**src/rtl/erase_map_pkg.sv**
```systemverilog
package erase_map_pkg;

  typedef enum logic [2:0] {
    ERS_SMALL = 3'd0,
    ERS_BLOCK = 3'd1,
    ERS_PAIR  = 3'd2,
    ERS_GROUP = 3'd3,
    ERS_MID   = 3'd4
  } eraseCmd_e;

  // where the normalised address falls
  typedef struct packed {
    logic inRange;
    logic inHybridBlock;
    logic inParam;
  } regionFlags_t;

  // control -> datapath strobes, exactly one set per request
  typedef struct packed {
    logic selSmall;
    logic selHybrid;
    logic selBlock;
    logic selReject;
  } sectorSel_t;

endpackage

```
**src/rtl/erase_map_ctrl.sv**
```systemverilog
module erase_map_ctrl
  import erase_map_pkg::*;
(
  input  logic         clk,
  input  logic         rstN,
  input  logic         reqValid,
  input  logic [2:0]   reqCmd,
  input  logic         hybridEn,
  input  regionFlags_t flags,
  output sectorSel_t   sel
);

  always_comb begin
    sel = '0;
    unique case (reqCmd)
      ERS_SMALL: begin
        if (hybridEn && flags.inRange && flags.inParam) sel.selSmall = 1'b1;
        else                                            sel.selReject = 1'b1;
      end
      ERS_BLOCK: begin
        if (!flags.inRange)                      sel.selReject = 1'b1;
        else if (hybridEn && flags.inHybridBlock) sel.selHybrid = 1'b1;
        else                                      sel.selBlock  = 1'b1;
      end
      default: sel.selReject = 1'b1;
    endcase
  end

  // exactly one decision per request
  a_r4_one_decision: assert property (@(posedge clk) disable iff (!rstN)
    reqValid |-> $countones(sel) == 1);

  // small-sector acceptance only in the hybrid layout
  a_r6_small_needs_hybrid: assert property (@(posedge clk) disable iff (!rstN)
    (reqValid && sel.selSmall) |-> hybridEn);

  // only the two legal codes can be accepted
  a_r4_legal_codes: assert property (@(posedge clk) disable iff (!rstN)
    (reqValid && !sel.selReject) |-> (reqCmd == 3'd0 || reqCmd == 3'd1));

endmodule

```
**src/rtl/erase_map_dp.sv**
```systemverilog
module erase_map_dp
  import erase_map_pkg::*;
#(
  parameter int ADDR_W      = 32,
  parameter int NARROW_W    = 24,
  parameter int ARRAY_AW    = 26,
  parameter int BIG_AW      = 18,
  parameter int SMALL_AW    = 12,
  parameter int PARAM_COUNT = 8,
  parameter int SIZE_W      = BIG_AW + 1
)(
  input  logic              clk,
  input  logic              rstN,
  input  logic              reqValid,
  input  logic [ADDR_W-1:0] reqAddr,
  input  logic              addr32Mode,
  input  logic              paramTop,
  input  sectorSel_t        sel,
  output regionFlags_t      flags,
  output logic              rspValid,
  output logic              rspAccept,
  output logic [ADDR_W-1:0] rspStart,
  output logic [SIZE_W-1:0] rspSize
);

  localparam int BLK_IDX_W = ARRAY_AW - BIG_AW;
  localparam logic [BIG_AW-1:0] PARAM_BYTES =
    BIG_AW'(64'(PARAM_COUNT) << SMALL_AW);
  localparam logic [BIG_AW-1:0] HYB_OFFSET_TOP =
    BIG_AW'((64'd1 << BIG_AW) - (64'(PARAM_COUNT) << SMALL_AW));
  localparam logic [ADDR_W-1:0] TOP_BLOCK_START =
    ADDR_W'((64'd1 << ARRAY_AW) - (64'd1 << BIG_AW));
  localparam logic [SIZE_W-1:0] SMALL_SIZE = SIZE_W'(64'd1 << SMALL_AW);
  localparam logic [SIZE_W-1:0] BIG_SIZE   = SIZE_W'(64'd1 << BIG_AW);
  localparam logic [SIZE_W-1:0] HYB_SIZE   =
    SIZE_W'((64'd1 << BIG_AW) - (64'(PARAM_COUNT) << SMALL_AW));

  logic [ADDR_W-1:0]    normAddr;
  logic [BLK_IDX_W-1:0] blockIdx;
  logic [BIG_AW-1:0]    blockOffset;
  logic                 inRange;

  always_comb begin
    normAddr = reqAddr;
    if (!addr32Mode) normAddr[ADDR_W-1:NARROW_W] = '0;
  end

  generate
    if (ARRAY_AW < ADDR_W) begin : g_range
      assign inRange = (normAddr[ADDR_W-1:ARRAY_AW] == '0);
    end else begin : g_full
      assign inRange = 1'b1;
    end
  endgenerate

  assign blockIdx    = normAddr[ARRAY_AW-1:BIG_AW];
  assign blockOffset = normAddr[BIG_AW-1:0];

  always_comb begin
    flags.inRange       = inRange;
    flags.inHybridBlock = paramTop ? (blockIdx == '1) : (blockIdx == '0);
    flags.inParam       = flags.inHybridBlock &&
                          (paramTop ? (blockOffset >= HYB_OFFSET_TOP)
                                    : (blockOffset <  PARAM_BYTES));
  end

  logic [ADDR_W-1:0] nextStart;
  logic [SIZE_W-1:0] nextSize;

  always_comb begin
    nextStart = '0;
    nextSize  = '0;
    if (sel.selSmall) begin
      nextStart = {normAddr[ADDR_W-1:SMALL_AW], SMALL_AW'(0)};
      nextSize  = SMALL_SIZE;
    end else if (sel.selHybrid) begin
      nextStart = paramTop ? TOP_BLOCK_START : ADDR_W'(PARAM_BYTES);
      nextSize  = HYB_SIZE;
    end else if (sel.selBlock) begin
      nextStart = {normAddr[ADDR_W-1:BIG_AW], BIG_AW'(0)};
      nextSize  = BIG_SIZE;
    end
  end

  always_ff @(posedge clk or negedge rstN) begin
    if (!rstN) begin
      rspValid  <= 1'b0;
      rspAccept <= 1'b0;
      rspStart  <= '0;
      rspSize   <= '0;
    end else begin
      rspValid <= reqValid;
      if (reqValid) begin
        rspAccept <= !sel.selReject;
        rspStart  <= nextStart;
        rspSize   <= nextSize;
      end
    end
  end

  // one result per request, one cycle later
  a_r1_result_follows: assert property (@(posedge clk) disable iff (!rstN)
    reqValid |=> rspValid);
  a_r1_no_spurious: assert property (@(posedge clk) disable iff (!rstN)
    !reqValid |=> !rspValid);

  // rejected results carry no sector
  a_r10_reject_empty: assert property (@(posedge clk) disable iff (!rstN)
    (rspValid && !rspAccept) |-> (rspStart == '0 && rspSize == '0));

  // block results are block aligned
  a_r5_block_aligned: assert property (@(posedge clk) disable iff (!rstN)
    (rspValid && rspAccept && rspSize == BIG_SIZE) |-> (rspStart[BIG_AW-1:0] == '0));

  // accepted sectors lie within the array
  a_r3_inside_array: assert property (@(posedge clk) disable iff (!rstN)
    (rspValid && rspAccept) |-> ({1'b0, rspStart} < (33'd1 << ARRAY_AW)));

endmodule

```
**src/rtl/erase_map_check.sv**
```systemverilog
module erase_map_check
  import erase_map_pkg::*;
#(
  parameter int ADDR_W      = 32,
  parameter int NARROW_W    = 24,
  parameter int ARRAY_AW    = 26,
  parameter int BIG_AW      = 18,
  parameter int SMALL_AW    = 12,
  parameter int PARAM_COUNT = 8,
  parameter int SIZE_W      = BIG_AW + 1
)(
  input  logic              clk,
  input  logic              rstN,
  input  logic              reqValid,
  input  logic [2:0]        reqCmd,
  input  logic [ADDR_W-1:0] reqAddr,
  input  logic              addr32Mode,
  input  logic              hybridEn,
  input  logic              paramTop,
  output logic              rspValid,
  output logic              rspAccept,
  output logic [ADDR_W-1:0] rspStart,
  output logic [SIZE_W-1:0] rspSize
);

  regionFlags_t flags;
  sectorSel_t   sel;

  erase_map_ctrl i_ctrl (
    .clk      (clk),
    .rstN     (rstN),
    .reqValid (reqValid),
    .reqCmd   (reqCmd),
    .hybridEn (hybridEn),
    .flags    (flags),
    .sel      (sel)
  );

  erase_map_dp #(
    .ADDR_W      (ADDR_W),
    .NARROW_W    (NARROW_W),
    .ARRAY_AW    (ARRAY_AW),
    .BIG_AW      (BIG_AW),
    .SMALL_AW    (SMALL_AW),
    .PARAM_COUNT (PARAM_COUNT),
    .SIZE_W      (SIZE_W)
  ) i_dp (
    .clk        (clk),
    .rstN       (rstN),
    .reqValid   (reqValid),
    .reqAddr    (reqAddr),
    .addr32Mode (addr32Mode),
    .paramTop   (paramTop),
    .sel        (sel),
    .flags      (flags),
    .rspValid   (rspValid),
    .rspAccept  (rspAccept),
    .rspStart   (rspStart),
    .rspSize    (rspSize)
  );

  // small-sector results only in the hybrid layout
  a_r7_small_hybrid_only: assert property (@(posedge clk) disable iff (!rstN)
    (rspValid && rspAccept && rspSize == SIZE_W'(64'd1 << SMALL_AW)) |-> $past(hybridEn));

endmodule

```
**config.mk**
```make
export PLATFORM = sky130hd
export DESIGN_NAME = erase_map_check
export DESIGN_NICKNAME = d
export VERILOG_FILES = /design/src/rtl/erase_map_pkg.sv /design/src/rtl/erase_map_ctrl.sv /design/src/rtl/erase_map_dp.sv /design/src/rtl/erase_map_check.sv
export SDC_FILE = /design/constraint.sdc
export NUM_CORES = 1
export LEC_CHECK = 0
export ABC_AREA = 1
export CAP_MARGIN = 20
export CORE_MARGIN = 3
export CORE_UTILIZATION = 38
export CTS_BUF_LIST = sky130_fd_sc_hd__clkbuf_16
export DETAILED_ROUTE_END_ITERATION = 16
export MAX_ROUTING_LAYER = met4
export PLACE_DENSITY = 0.94
export SLEW_MARGIN = 20
export SYNTH_ARGS = -nofsm -noshare
export SYNTH_HDL_FRONTEND = slang
export SYNTH_SLANG_ARGS = --single-unit
```
**constraint.sdc**
```tcl
create_clock -name clk -period 1.1 [get_ports clk]
set_input_delay 0.22 -clock clk [delete_from_list [all_inputs] [get_ports clk]]
set_output_delay 0.22 -clock clk [all_outputs]
set_load 0.02 [all_outputs]
```
==> results.ini, run 1 <==
[global_routing]
met3_usage_pct=1.52
grt_remaining_overflow=0
grt_met2_usage_pct=28.3
grt_first_pass_wirelength_um=5160
number_of_antenna_violations_at_the_first_check_in_global_routing=0
globalRoute.busiestLayer=met2
groute.usage.overall_pct=15.3
grt_pass1_vias=1224
grt_util_met1_pct=17.2
pin_count_of_the_biggest_net_entering_global_routing=26

[power]
power.internal_mw=1.61
switching_power_mw=0.608
worst_ir_drop_vdd_v=0.000581
p_leak_nw=1.09
power.share.clock_pct=35.0
power_mw=2.22
pwr-share-seq_pct=43.5
power-per-cell-area_mw_per_mm2=1090
power.share.switching_pct=27.4
comb_power_share_pct=21.5

[routing]
wire_per_inst_um=11.8
drc=0
drt-vias-per-instance=4.38
ant_nets=0
route.vias.total=1239
detailedRoute.firstIterationViolations=14
dr.pass1.iters=4
routed_wirelength_um=3330

[synthesis]
netlist_top_cells_area=sky130_fd_sc_hd__dfrtp_1 (45%), sky130_fd_sc_hd__buf_4 (15%), sky130_fd_sc_hd__nand2_1 (10%), sky130_fd_sc_hd__nor2_1 (5.4%), sky130_fd_sc_hd__a21oi_2 (5.0%)
syn_area_per_cell_um2=8.54
synthDominantAreaCellType=sky130_fd_sc_hd__dfrtp_1
synthTopCellsByCount=sky130_fd_sc_hd__nand2_1 (38), sky130_fd_sc_hd__buf_4 (28), sky130_fd_sc_hd__dfrtp_1 (25)
ys_ff_latch=25
synth_sequential_area_ratio_pct=44.9
count_leader_synth=sky130_fd_sc_hd__nand2_1
yosys_warnings=0
ys_dominant_reg_cell=sky130_fd_sc_hd__dfrtp_1
synthArstFlopShare_pct=100
synthesis.instances=163
number_of_synthesized_flops_with_an_enable_pin=0
synth.cell_area_mm2=0.00139
synth_largest_type_area_fraction_pct=44.9
synth.lib_cells_used.distinct=25

[setup_path]
delay_heaviest_family_cp=simple AND/OR/NAND/NOR gates
timing.critical_path.required_ps=1280
timing.critical_path.cells=buf_2 > nor3_1 > nand2_1 > nand2_4 > nand3_4 > nand2_8 > nand2_1 > a21oi_2
critPathMostFrequentCell=sky130_fd_sc_hd__nand2_1
worstPathBufferInverterCount=1
crit_slowest_cell=sky130_fd_sc_hd__nor3_1
start_kind=primary input
critPathKind=primary input to flop
cp_max_fo=8
worst_ep_arrival_time_ps=1250
max_stage_delay_ps=180
worstSetupEndpointType=flop

[floorplan]
pin_count=94
core_region_area_mm2=0.00344
num_rows=21
floorplan.initialDensity_pct=40.5
die_x_um=66.5
die-height_um=66.5
floorplan.die_area_mm2=0.00443

[flow_run]
maxCapViolations=0

[clock_network]
cts-buffers-inserted=3
cts-root-to-sink-buffers=2
clk_root_buffer_cell=sky130_fd_sc_hd__clkbuf_16
insertion_delay_to_the_later_sink_of_the_worst_skew_pair_ps=250
holdBufCountCts=0
cts_max_level=1
clk_transition_reported_paths_ps=60
cts_sinks=25
tritoncts=built

[final_layout]
final_core_util_pct=58.9
num-nets-final=279
fill_cells=332
final_layout_size_suffix_gt1_share_pct=48.9
antenna_cells=0
area_growth_pct=45.6

[place]
hpwl_um=2470
gp_congestion=0.714
numPortBuffers=55

[timing]
timing.final.max_slew_violations=0
setup_viol_count_final=0
period_share_pct=97.2
max_clk_rate_mhz=935
final.min_clock_period_ps=1070
final-hold-violation-count=0
fin_worst_skew_ps=0

[worst_hold_path]
worst_hold_path_type=primary input to flop

[outcome]
run_status=completed

==> layout make-up <==
cell class / count / area [um^2] / share of cell area, %
tap: 46 / 57.6 / 2.84
sequential: 25 / 626 / 30.8
inverter: 11 / 41.3 / 2.04
clock buffer: 3 / 75.1 / 3.70
timing repair buffer: 76 / 518 / 25.5
clock inverter: 1 / 3.75 / 0.185
multi-input combinational: 121 / 707 / 34.9
==> kinds of logic after synthesis <==
kind of cell,Yosys count,share of synthesized area (%)
AOI/OAI and AO/OA,18,8.90
DFF,25,44.9
buffers and inverters,42,19.0
other,1,0.269
and+or+nand+nor,77,27.0
==> power by group through the flow <==
stage	registers, mW	logic (mW)	clock network, mW
final	0.966	0.477	0.777
after global routing	0.969	0.515	0.840
after global placement	0.981	0.474	0
after detailed placement	0.983	0.484	0
after floorplan	1.02	0.262	0
after CTS	0.965	0.452	0.790
==> registers in the layout, indices dropped and copies added (netlist names) <==
signal,flops
i_dp.rspValid,1
i_dp.rspStart,20
i_dp.rspSize,3
i_dp.rspAccept,1
==> layout by cell type, fill, tap and decap left out <==
master / count
sky130_fd_sc_hd__buf_2: 37
sky130_fd_sc_hd__nand2_1: 28
sky130_fd_sc_hd__conb_1: 26
sky130_fd_sc_hd__dfrtp_1: 25
sky130_fd_sc_hd__buf_4: 19
sky130_fd_sc_hd__nor2_1: 16
sky130_fd_sc_hd__inv_1: 11
sky130_fd_sc_hd__nand2_2: 10
sky130_fd_sc_hd__a21oi_2: 8
sky130_fd_sc_hd__buf_6: 7
sky130_fd_sc_hd__clkbuf_2: 6
sky130_fd_sc_hd__nor2_4: 5
sky130_fd_sc_hd__o21ai_2: 5
sky130_fd_sc_hd__nand2_4: 4
sky130_fd_sc_hd__clkdlybuf4s50_1: 4
sky130_fd_sc_hd__nor2_2: 3
sky130_fd_sc_hd__nand3_2: 3
sky130_fd_sc_hd__clkbuf_16: 3
sky130_fd_sc_hd__nand3_4: 2
sky130_fd_sc_hd__o21ai_1: 2
sky130_fd_sc_hd__nor3_1: 1
sky130_fd_sc_hd__nand3b_1: 1
sky130_fd_sc_hd__nor3_2: 1
sky130_fd_sc_hd__nand2_8: 1
sky130_fd_sc_hd__inv_2: 1
sky130_fd_sc_hd__nand4_1: 1
sky130_fd_sc_hd__nand3_1: 1
sky130_fd_sc_hd__o21ai_0: 1
sky130_fd_sc_hd__a31oi_1: 1
sky130_fd_sc_hd__o21a_1: 1
sky130_fd_sc_hd__dlygate4sd2_1: 1
sky130_fd_sc_hd__dlymetal6s2s_1: 1
sky130_fd_sc_hd__buf_12: 1
==> per-layer routing <==
metal  wire length (um)  vias to the layer above
met5                  0                        -
met4                 63                        0
met3                205                        6
met2               1810                       53
met1               1250                      578
li1                   -                      602
==> per-stage QoR <==
| stage | TNS [ps] | area [um^2] | std cells | setup WS [ps] | hold slack, ps |
|---|---|---|---|---|---|
| final | 0 | 2030 | 283 | 30.9 | 211 |
| after global routing | -67.2 | 2030 | 283 | -45.4 | 212 |
| after floorplan | 0 | 1490 | 188 | 11.9 | -75.6 |
| after detailed placement | -11630 | 1990 | 272 | -629 | 464 |
| after CTS | 0 | 2000 | 282 | 0.202 | 234 |
| after global placement | -10910 | 1990 | 272 | -582 | 465 |
==> worst register-to-register path, stage by stage, from the launching register on <==
cell,delay (ps)
sky130_fd_sc_hd__dfrtp_1,410
sky130_fd_sc_hd__buf_4,140
sky130_fd_sc_hd__o21a_1,160
==> worst paths after layout <==
kind                              startpoint                 to  slack (ps)  cells after the start
min                              reqAddr[21]  i_dp.rspStart[21]         210                      3
min reg2reg                i_dp.rspStart[13]  i_dp.rspStart[13]         480                      2
min in group asynchronous               rstN  i_dp.rspStart[12]         320                      2
max in group asynchronous               rstN  i_dp.rspStart[25]         640                      2
max                                 paramTop  i_dp.rspStart[23]          30                      8
max reg2reg                 i_dp.rspSize[17]   i_dp.rspSize[17]         280                      2
==> what timing repair did <==
item,4_1_cts,5_1_grt
buffers inserted,6,1
resized for setup,192,41
pin swaps,27,25
setup endpoints to repair,45,19
No activity file was read; power rests on OpenSTA's default activity.
==> inputs of run 2 (changes only) <==
CAP_MARGIN = 25   (was 20)
==> results of run 2 <==
No change in the layout: final DEF, timing and power equal those of run 1.
==> inputs of run 3 (changes only) <==
CORE_ASPECT_RATIO = 0.6   (was unset)
==> run 3 against run 2 <==
- die area rose by 0.54%
- global-route usage rose by 1.2 points
- the flow now finishes with violations (setup timing)
- design area rose by 6.0%
- non-clock buffer count rose by 6
- largest cell class unchanged
- via count rose by 0.40%
- worst hold slack improved by 2.1 ps
- wire length rose by 8.5%
- total power rose by 1.7%
==> results.ini, run 3 (synthesized netlist as in run 1, its figures left out) <==
[setup_path]
worst_r2r_endpoint=i_dp.rspSize[17]
cp_max_fo=9
timing.critical_path.required_ps=1290
worstSetupEndpointType=flop
r2r_startpoint=i_dp.rspSize[17]
start_kind=primary input
worstSetupStartpoint=reqValid
cp-endpoint=i_dp.rspStart[15]
worstRegToRegCells=2
critPathKind=primary input to flop
regToRegSetupSlack_ps=270
worst_ep_arrival_time_ps=1320

[routing]
drt-vias-per-instance=4.32
drc=0
detailedRoute.firstIterationViolations=18
routed_wirelength_um=3610
dr.pass1.iters=4
route.vias.total=1244
ant_nets=0
wire_per_inst_um=12.5

[timing]
rsz0062_at_grt=true
fin_worst_skew_ps=0
fin_setup_tns_ps=-30.3
final.min_clock_period_ps=1130
final_critical_path_setup_slack_ps=-30.3
max_clk_rate_mhz=885
final-hold-violation-count=0
timing.final.max_slew_violations=0
hold_ws_ps=213
period_share_pct=103
setup_viol_count_final=1

[floorplan]
die_x_um=84.2
floorplan.initialDensity_pct=41.2
pin_count=94
floorplan.die_area_mm2=0.00445
core_region_area_mm2=0.00338
num_rows=16
die-height_um=52.9

[final_layout]
num-nets-final=285
largest_register_ffs=20
fill_cells=294
instances_no_fill=288
final_cell_area_mm2=0.00215
area_growth_pct=54.4
layout_common_cells=sky130_fd_sc_hd__buf_2 (34), sky130_fd_sc_hd__buf_4 (28), sky130_fd_sc_hd__conb_1 (26)
final_layout_size_suffix_gt1_share_pct=53.9
final_core_util_pct=63.6
final_common_cell=sky130_fd_sc_hd__buf_2
top_register=i_dp.rspStart
largestRegisters=i_dp.rspStart: 20 flops, i_dp.rspSize: 3 flops
antenna_cells=0

[outcome]
failed_checks=setup timing
run_status=finished, violations left

[global_routing]
grt_pass1_vias=1193
grt_first_pass_wirelength_um=5490
number_of_antenna_violations_at_the_first_check_in_global_routing=0
groute.usage.overall_pct=16.5
pin_count_of_the_biggest_net_entering_global_routing=26
grt_remaining_overflow=0

[power]
power_mw=2.26
power-per-cell-area_mw_per_mm2=1050
worst_ir_drop_vdd_v=0.000537
p_leak_nw=1.13

[clock_network]
tritoncts=built
cts_sinks=25
clk_transition_reported_paths_ps=60
cts_max_level=1
clk_root_buffer_cell=sky130_fd_sc_hd__clkbuf_16
cts-buffers-inserted=3
insertion_delay_to_the_later_sink_of_the_worst_skew_pair_ps=250
cts-root-to-sink-buffers=2

[place]
gp_congestion=0.797
preCtsSetupSlack_ps=-660
numPortBuffers=55
dpl_cell_area_mm2=0.00204
dp.cells=278
hpwl_um=2670

[worst_hold_path]
worst_hold_path_type=primary input to flop
hold_path_depth=3

[flow_run]
maxCapViolations=0

-- run 3: per-layer routing --
layer  track usage, %  up-vias  wire, um
met2             30.1       59      1820
li1                 -      617         -
met4             4.55        0        65
met5                -        -         0
met3             3.58        6       230
met1             18.9      562      1500
-- run 3: worst min-delay path by stage --
stage	from	end	slack [ps]
2_1_floorplan	rstN	i_dp.rspAccept	-80
3_3_place_gp	i_dp.rspStart[16]	i_dp.rspStart[16]	470
3_5_place_dp	i_dp.rspStart[14]	i_dp.rspStart[14]	470
4_1_cts	reqAddr[19]	i_dp.rspStart[19]	210
5_1_grt	reqAddr[18]	i_dp.rspStart[18]	210
6_report	reqAddr[18]	i_dp.rspStart[18]	210
-- run 3: report_power, final --
| group | switching, mW | internal, mW |
|---|---|---|
| sequential | 0.0160 | 0.949 |
| combinational | 0.312 | 0.203 |
| clock | 0.292 | 0.485 |
| total | 0.620 | 1.64 |
-- run 3: repair_timing --
action	in CTS	in global routing
resized for setup	206	49
setup endpoints to repair	45	17
hold buffers	0	0
pin swaps	34	24
setup buffers	4	2
-- run 3: layout make-up --
type	instances	area, um^2	area share (%)
multi-input combinational	121	752	35.0
clock inverter	1	3.75	0.175
inverter	11	41.3	1.92
clock buffer	3	75.1	3.49
sequential	25	626	29.1
tap	45	56.3	2.62
timing repair buffer	82	597	27.7
-- run 3: worst max-delay path, stage by stage --
cell and delay (ps):
sky130_fd_sc_hd__clkdlybuf4s50_1 470, sky130_fd_sc_hd__inv_1 150, sky130_fd_sc_hd__nor2_1 180, sky130_fd_sc_hd__nand4_1 190, sky130_fd_sc_hd__nand3_2 110
